### src/rtl/adcwf_pkg.sv
// adcwf_pkg: shared sizes and types of the ADC window filter bank.
// Assumes: all modules of the bank take their defaults from here.
package adcwf_pkg;
    localparam int unsigned NUM_FILT = 8;
    localparam int unsigned NUM_CHAN = 2;
    localparam int unsigned SAMP_W   = 10;
endpackage

### src/rtl/adcwf_sample_hold.sv
// adcwf_sample_hold: keeps the newest sample per channel and announces a
// complete round (every channel seen at least once) with a one-cycle pulse.
// Assumes: at most one sample per cycle; out-of-range channel indices are dropped.
module adcwf_sample_hold #(
    parameter int unsigned NC = adcwf_pkg::NUM_CHAN,
    parameter int unsigned W  = adcwf_pkg::SAMP_W,
    localparam int unsigned CW = (NC > 1) ? $clog2(NC) : 1
) (
    input  logic            clk,
    input  logic            rst_n,
    input  logic            smp_valid,
    input  logic [CW-1:0]   smp_chan,
    input  logic [W-1:0]    smp_data,
    output logic [NC*W-1:0] latest,
    output logic            round_done
);
    logic [NC-1:0] hit;
    logic [NC-1:0] seen_q;
    logic [NC-1:0] seen_nxt;
    logic          complete;

    // Decode which channel register this sample targets.
    always_comb begin
        hit = '0;
        if (smp_valid && (int'(smp_chan) < int'(NC)))
            hit[smp_chan] = 1'b1;
        seen_nxt = seen_q | hit;
        complete = (hit != '0) && (&seen_nxt);
    end

    // Track channels seen in the current round; clear when it completes.
    always_ff @(posedge clk) begin
        if (!rst_n) begin
            seen_q     <= '0;
            round_done <= 1'b0;
        end else begin
            seen_q     <= complete ? '0 : seen_nxt;
            round_done <= complete;
        end
    end

    for (genvar c = 0; c < NC; c++) begin : g_chan
        // Store the newest sample of channel c.
        always_ff @(posedge clk) begin
            if (!rst_n)
                latest[c*W +: W] <= '0;
            else if (hit[c])
                latest[c*W +: W] <= smp_data;
        end
    end

    // a pending evaluation always starts a fresh round.
    p_round_restarts_r2: assert property (@(posedge clk) disable iff (!rst_n)
        round_done |-> (seen_q == '0));

    // stored samples move only when a sample arrives.
    p_latest_hold_r1: assert property (@(posedge clk) disable iff (!rst_n)
        !smp_valid |=> $stable(latest));
endmodule

### src/rtl/adcwf_window_cmp.sv
// adcwf_window_cmp: combinational window tests of every filter on every
// channel; a filter matches when all its channels pass.
// Assumes: bounds and samples are unsigned and equal in width.
module adcwf_window_cmp #(
    parameter int unsigned NF = adcwf_pkg::NUM_FILT,
    parameter int unsigned NC = adcwf_pkg::NUM_CHAN,
    parameter int unsigned W  = adcwf_pkg::SAMP_W,
    localparam int unsigned NW = NF * NC
) (
    input  logic [NC*W-1:0] samples,
    input  logic [NW*W-1:0] lo,
    input  logic [NW*W-1:0] hi,
    input  logic [NW-1:0]   outside,
    input  logic [NW-1:0]   en,
    output logic [NF-1:0]   match
);
    logic [NW-1:0] pass;

    for (genvar f = 0; f < NF; f++) begin : g_filt
        for (genvar c = 0; c < NC; c++) begin : g_chan
            localparam int unsigned IX = f * NC + c;
            logic in_win;
            // Inclusive window test, then pick inside or outside sense.
            always_comb begin
                in_win   = (samples[c*W +: W] >= lo[IX*W +: W]) &&
                           (samples[c*W +: W] <= hi[IX*W +: W]);
                pass[IX] = en[IX] && (outside[IX] ? !in_win : in_win);
            end
        end
        // All channels of filter f must agree.
        assign match[f] = &pass[f*NC +: NC];
    end
endmodule

### src/rtl/adcwf_sticky_bits.sv
// adcwf_sticky_bits: vector of sticky flags with write-one-to-clear,
// where a set in the same cycle overrides the clear.
// Assumes: set and clear are single-cycle qualified by the caller.
module adcwf_sticky_bits #(
    parameter int unsigned N = adcwf_pkg::NUM_FILT
) (
    input  logic         clk,
    input  logic         rst_n,
    input  logic [N-1:0] set_i,
    input  logic [N-1:0] clr_i,
    output logic [N-1:0] q
);
    // Update flags: clear first, then OR in new events.
    always_ff @(posedge clk) begin
        if (!rst_n)
            q <= '0;
        else
            q <= (q & ~clr_i) | set_i;
    end

    // a flag never drops without its clear.
    p_sticky_hold_r6: assert property (@(posedge clk) disable iff (!rst_n)
        1'b1 |=> ((($past(q) & ~$past(clr_i)) & ~q) == '0));

    // an event always lands, even against a clear.
    p_set_wins_r6: assert property (@(posedge clk) disable iff (!rst_n)
        (set_i != '0) |=> ((q & $past(set_i)) == $past(set_i)));
endmodule

### src/rtl/adc_window_bank.sv
// adc_window_bank: top of the ADC window filter bank. Collects per-channel
// samples, evaluates all filters once per complete round, keeps sticky filter
// and interrupt status, masks wakeups and the interrupt, and captures the
// judged channel values on an enabled interrupt event.
// Assumes: configuration inputs are quasi-static; clears are one-cycle pulses.
module adc_window_bank #(
    parameter int unsigned NF = adcwf_pkg::NUM_FILT,
    parameter int unsigned NC = adcwf_pkg::NUM_CHAN,
    parameter int unsigned W  = adcwf_pkg::SAMP_W,
    localparam int unsigned CW = (NC > 1) ? $clog2(NC) : 1,
    localparam int unsigned NW = NF * NC
) (
    input  logic            clk,
    input  logic            rst_n,
    input  logic            smp_valid,
    input  logic [CW-1:0]   smp_chan,
    input  logic [W-1:0]    smp_data,
    input  logic [NW*W-1:0] win_lo,
    input  logic [NW*W-1:0] win_hi,
    input  logic [NW-1:0]   win_outside,
    input  logic [NW-1:0]   win_en,
    input  logic [NF-1:0]   wake_en,
    input  logic [NF:0]     intr_en,
    input  logic            oneshot_done,
    input  logic [NF-1:0]   filt_clr,
    input  logic [NF:0]     intr_clr,
    output logic [NF-1:0]   filt_status,
    output logic [NF-1:0]   wake_req,
    output logic [NF:0]     intr_status,
    output logic            intr_o,
    output logic [NC*W-1:0] chan_latest,
    output logic [NC*W-1:0] chan_at_intr
);
    logic          round_done;
    logic [NF-1:0] match;
    logic [NF-1:0] filt_set;
    logic [NF:0]   intr_set;
    logic          cap_hit;
    logic [NF-1:0] filt_all_en;

    adcwf_sample_hold #(.NC(NC), .W(W)) u_hold (
        .clk        (clk),
        .rst_n      (rst_n),
        .smp_valid  (smp_valid),
        .smp_chan   (smp_chan),
        .smp_data   (smp_data),
        .latest     (chan_latest),
        .round_done (round_done)
    );

    adcwf_window_cmp #(.NF(NF), .NC(NC), .W(W)) u_cmp (
        .samples (chan_latest),
        .lo      (win_lo),
        .hi      (win_hi),
        .outside (win_outside),
        .en      (win_en),
        .match   (match)
    );

    // Qualify matches with the evaluation pulse and add the oneshot source.
    always_comb begin
        filt_set = round_done ? match : '0;
        intr_set = {oneshot_done, filt_set};
        cap_hit  = (intr_set & intr_en) != '0;
    end

    adcwf_sticky_bits #(.N(NF)) u_filt_stat (
        .clk   (clk),
        .rst_n (rst_n),
        .set_i (filt_set),
        .clr_i (filt_clr),
        .q     (filt_status)
    );

    adcwf_sticky_bits #(.N(NF + 1)) u_intr_stat (
        .clk   (clk),
        .rst_n (rst_n),
        .set_i (intr_set),
        .clr_i (intr_clr),
        .q     (intr_status)
    );

    // Mask recorded matches into wakeups and the single interrupt line.
    assign wake_req = filt_status & wake_en;
    assign intr_o   = (intr_status & intr_en) != '0;

    // Freeze the judged channel values on an enabled interrupt event.
    always_ff @(posedge clk) begin
        if (!rst_n)
            chan_at_intr <= '0;
        else if (cap_hit)
            chan_at_intr <= chan_latest;
    end

    for (genvar f = 0; f < NF; f++) begin : g_allen
        assign filt_all_en[f] = &win_en[f*NC +: NC];
    end

    // a filter with any disabled channel never reports a match.
    p_disabled_nomatch_r5: assert property (@(posedge clk) disable iff (!rst_n)
        (match & ~filt_all_en) == '0);

    // filter status only rises in an evaluation cycle.
    p_rise_on_round_r2: assert property (@(posedge clk) disable iff (!rst_n)
        1'b1 |=> ($past(round_done) || ((filt_status & ~$past(filt_status)) == '0)));

    // capture register moves only on an enabled interrupt event.
    p_capture_hold_r10: assert property (@(posedge clk) disable iff (!rst_n)
        !cap_hit |=> $stable(chan_at_intr));
endmodule

### config.mk
export PLATFORM = sky130hd
export DESIGN_NAME = adc_window_bank
export DESIGN_NICKNAME = d
export VERILOG_FILES = /design/src/rtl/adcwf_pkg.sv /design/src/rtl/adcwf_sample_hold.sv /design/src/rtl/adcwf_window_cmp.sv /design/src/rtl/adcwf_sticky_bits.sv /design/src/rtl/adc_window_bank.sv
export SDC_FILE = /design/constraint.sdc
export NUM_CORES = 1
export LEC_CHECK = 0
export ABC_AREA = 1
export CAP_MARGIN = 0
export CORE_AREA = 4 4 179 181
export DETAILED_ROUTE_END_ITERATION = 8
export DIE_AREA = 0 0 183 185
export PLACE_DENSITY_LB_ADDON = 0.2
export SYNTH_ARGS = -nofsm -noshare
export SYNTH_HDL_FRONTEND = slang
export SYNTH_SLANG_ARGS = --single-unit
### constraint.sdc
create_clock -name clk -period 2.3 [get_ports clk]
set_clock_uncertainty 0.15 [all_clocks]
set_input_delay 0.345 -clock clk [delete_from_list [all_inputs] [get_ports clk]]
set_output_delay 0.345 -clock clk [all_outputs]
set_load 0.02 [all_outputs]
==> results.cfg <==
[outcome]
status = finished with violations
failed_checks = setup timing

[route]
drt-total-wl_um = 47030
postRouteAntennaNets = 0
firstDrtPassIters = 5
via_per_inst = 4.821
wl_per_cell_um = 16.81
vias = 13490
drt_iter0_drc = 538
drcViolationCount = 0

[global_route]
grt_max_degree = 21
grt_pass1_vias = 13530
antenna_found_initial = 8
grt.total_usage = 0.2631
overflow = 0
grt_pass1_wl_um = 70680

[place]
finalWeightedCongestion = 0.9051
io_buffers = 466
dp.cells = 2750
dp_hpwl_um = 38280
dp_slack_ns = -0.7586

[power]
p_leak_nw = 10.38
power.density_nw_per_um2 = 305.7
vdd_ir_drop_max_mv = 0.2399

[cts]
htree_levels = 3
cts.sinks = 60
cts_root_buffer = clkbuf_16
cts_buffers = 9
cts_tree = done
cts.path.max_buffers = 2
insertion_delay_ns = 0.34
cts-hold-fix-buffers = 0
path_clk_slew_ns = 0.06

[floorplan]
coreArea_um2 = 30430
start_util = 0.3804
chipWidth_um = 183
row_count = 64
io-pin-count = 467
die-area_um2 = 33860
dieHeight_um = 185

[yosys]
ys_ff_latch = 60
synthArstFlopShare = 0
synth.yosys.seq_area_share = 0.1038
synth.avg_cell_area_um2 = 6.395
yosys_warnings = 0
synth_common_cells = 455 x inv_1, 393 x nand2_1, 320 x ha_1, 158 x nor2_1, 115 x a21oi_1
yosysTopAreaCell = ha_1
synth_nets = 2531
netlist_area_um2 = 11570
post-synth-top-count-cell = inv_1
synth_ff_type = dfxtp_1
syn_inst = 1810
synth_edf_count = 0
ys_types = 33
synth_top_area_frac = 0.3459
yosys-top-cells-area = ha_1 35%, inv_1 15%, nand2_1 13%

[finish]
area_delta_synth_final_pct = 63.84
fin_util = 0.6232
drive_gt1_frac = 0.1311
nets = 3112
final_cells = 2798

[sta]
fin_crit_ns = 2.830
fin_ws_ns = -0.5303
fmax_mhz = 353.3
hold_viol = 0
slew-limit-headroom = 0.6813
rsz0062_at_grt = yes
finalCritPeriodShare = 1.231
setup_viol = 20
worst_slew_pin_slew_ns = 0.4766
finalMaxSlewViolations = 0

[min_path]
hold_class = flop to flop

[setup_path]
path_class = flop to flop
endpoint_kind = flop
cp.arrival_ns = 2.91
crit_required_ns = 2.38
cp_max_fo = 10
start_kind = flop

[job]
cap_violations = 0
==> flip-flops by register name, indices dropped and copies added (netlist names) <==
name and cells:
chan_at_intr 20, u_hold.latest 20, u_intr_stat.q 9, u_filt_stat.q 8
u_hold.seen_q 2, u_hold.round_done 1
==> path summary, 6_finish.rpt <==
kind                startpoint  slack [ns]  cells after the start                to
max          u_hold.latest[19]       -0.53                     18  chan_at_intr[18]
min           u_intr_stat.q[0]        0.33                      2  u_intr_stat.q[0]
max reg2reg  u_hold.latest[19]       -0.53                     18  chan_at_intr[18]
min reg2reg   u_intr_stat.q[0]        0.33                      2  u_intr_stat.q[0]
==> power by group <==
part / total (mW) / switching [mW] / internal, mW
logic: 3.11 / 1.49 / 1.63
clock network: 1.54 / 0.582 / 0.957
registers: 1.14 / 0.0497 / 1.10
total: 5.80 / 2.12 / 3.68
==> cell type report <==
cell class,count,area [um^2]
clock buffers,9,225.2
flip-flops and latches,60,1236
fillers,2768,11460
diodes,6,15.01
multi-input cells,1274,9086
well taps,396,495.5
repair buffers,587,6077
inverters,459,1730
clock inverters,7,98.84
==> kinds of logic (layout without fill, tap and decap cells) <==
family,after synthesis,count (layout),share of synthesized area
other,0,6,0
AOI/OAI and AO/OA,209,209,0.1038
adders and majority gates,320,320,0.3459
DFF,60,60,0.1038
and+or+nand+nor,745,745,0.2862
buffers and inverters,476,1062,0.1603
==> metal layers <==
metal	wire length [um]	part of all wire	GRT usage	vias up
met5	22	0.00047	0	-
met4	1213	0.026	0.07807	4
met3	3524	0.075	0.05381	72
met2	23870	0.51	0.4968	439
met1	18390	0.39	0.2974	6077
li1	-	-	-	6896
==> stage by stage <==
| step | total power, mW | TNS, ns | area (um^2) | hold WS (ns) |
|---|---|---|---|---|
| 2_1_floorplan | 2.571 | -0.4578 | 11620 | 0.3124 |
| 3_3_place_gp | 3.959 | -16.52 | 17670 | 0.3137 |
| 3_5_place_dp | 4.047 | -17.74 | 17670 | 0.3225 |
| 4_1_cts | 5.714 | -9.328 | 18510 | 0.3328 |
| 5_1_grt | 6.239 | -12.72 | 18960 | 0.3709 |
| 6_report | 5.798 | -9.863 | 18960 | 0.3291 |
==> cells in the final DEF, fill, tap and decap left out, types with 7 or more instances in the layout <==
cell / n
dfxtp_2: 16
a21oi_1: 89
buf_12: 29
a21o_1: 22
nand2_2: 52
o21ai_0: 29
clkdlybuf4s50_1: 465
a21oi_2: 26
nand3_2: 11
inv_1: 452
clkbuf_16: 12
nand2_1: 357
dfxtp_1: 40
nand4_1: 31
nor2_1: 151
nand3_1: 84
ha_4: 21
nand3b_1: 17
nor2_4: 19
nor2_2: 12
ha_1: 299
o21a_1: 8
buf_6: 7
buf_4: 78
o21bai_1: 17
==> critical path, cell delays in order (launching register included) <==
cell     delay, ns
dfxtp_2       0.34
buf_12        0.15
buf_12        0.15
ha_4          0.27
nand2_2       0.07
nor2_4        0.12
nand3_2       0.09
nand3_2       0.08
nand2_2       0.06
nand2_1       0.06
nand2_1       0.06
nand2_2       0.09
nand4_1       0.23
nand3_2       0.17
nor2_4        0.06
buf_12        0.14
buf_16        0.15
a21oi_2       0.16
nor2_1        0.07
==> what timing repair did <==
action	4_1_cts	5_1_grt
pin swaps	1	35
gates resized for setup	51	80
endpoints found under the setup margin	21	28
setup buffers	14	7
gates cloned	4	4
Power figures use the tool's default switching activity.
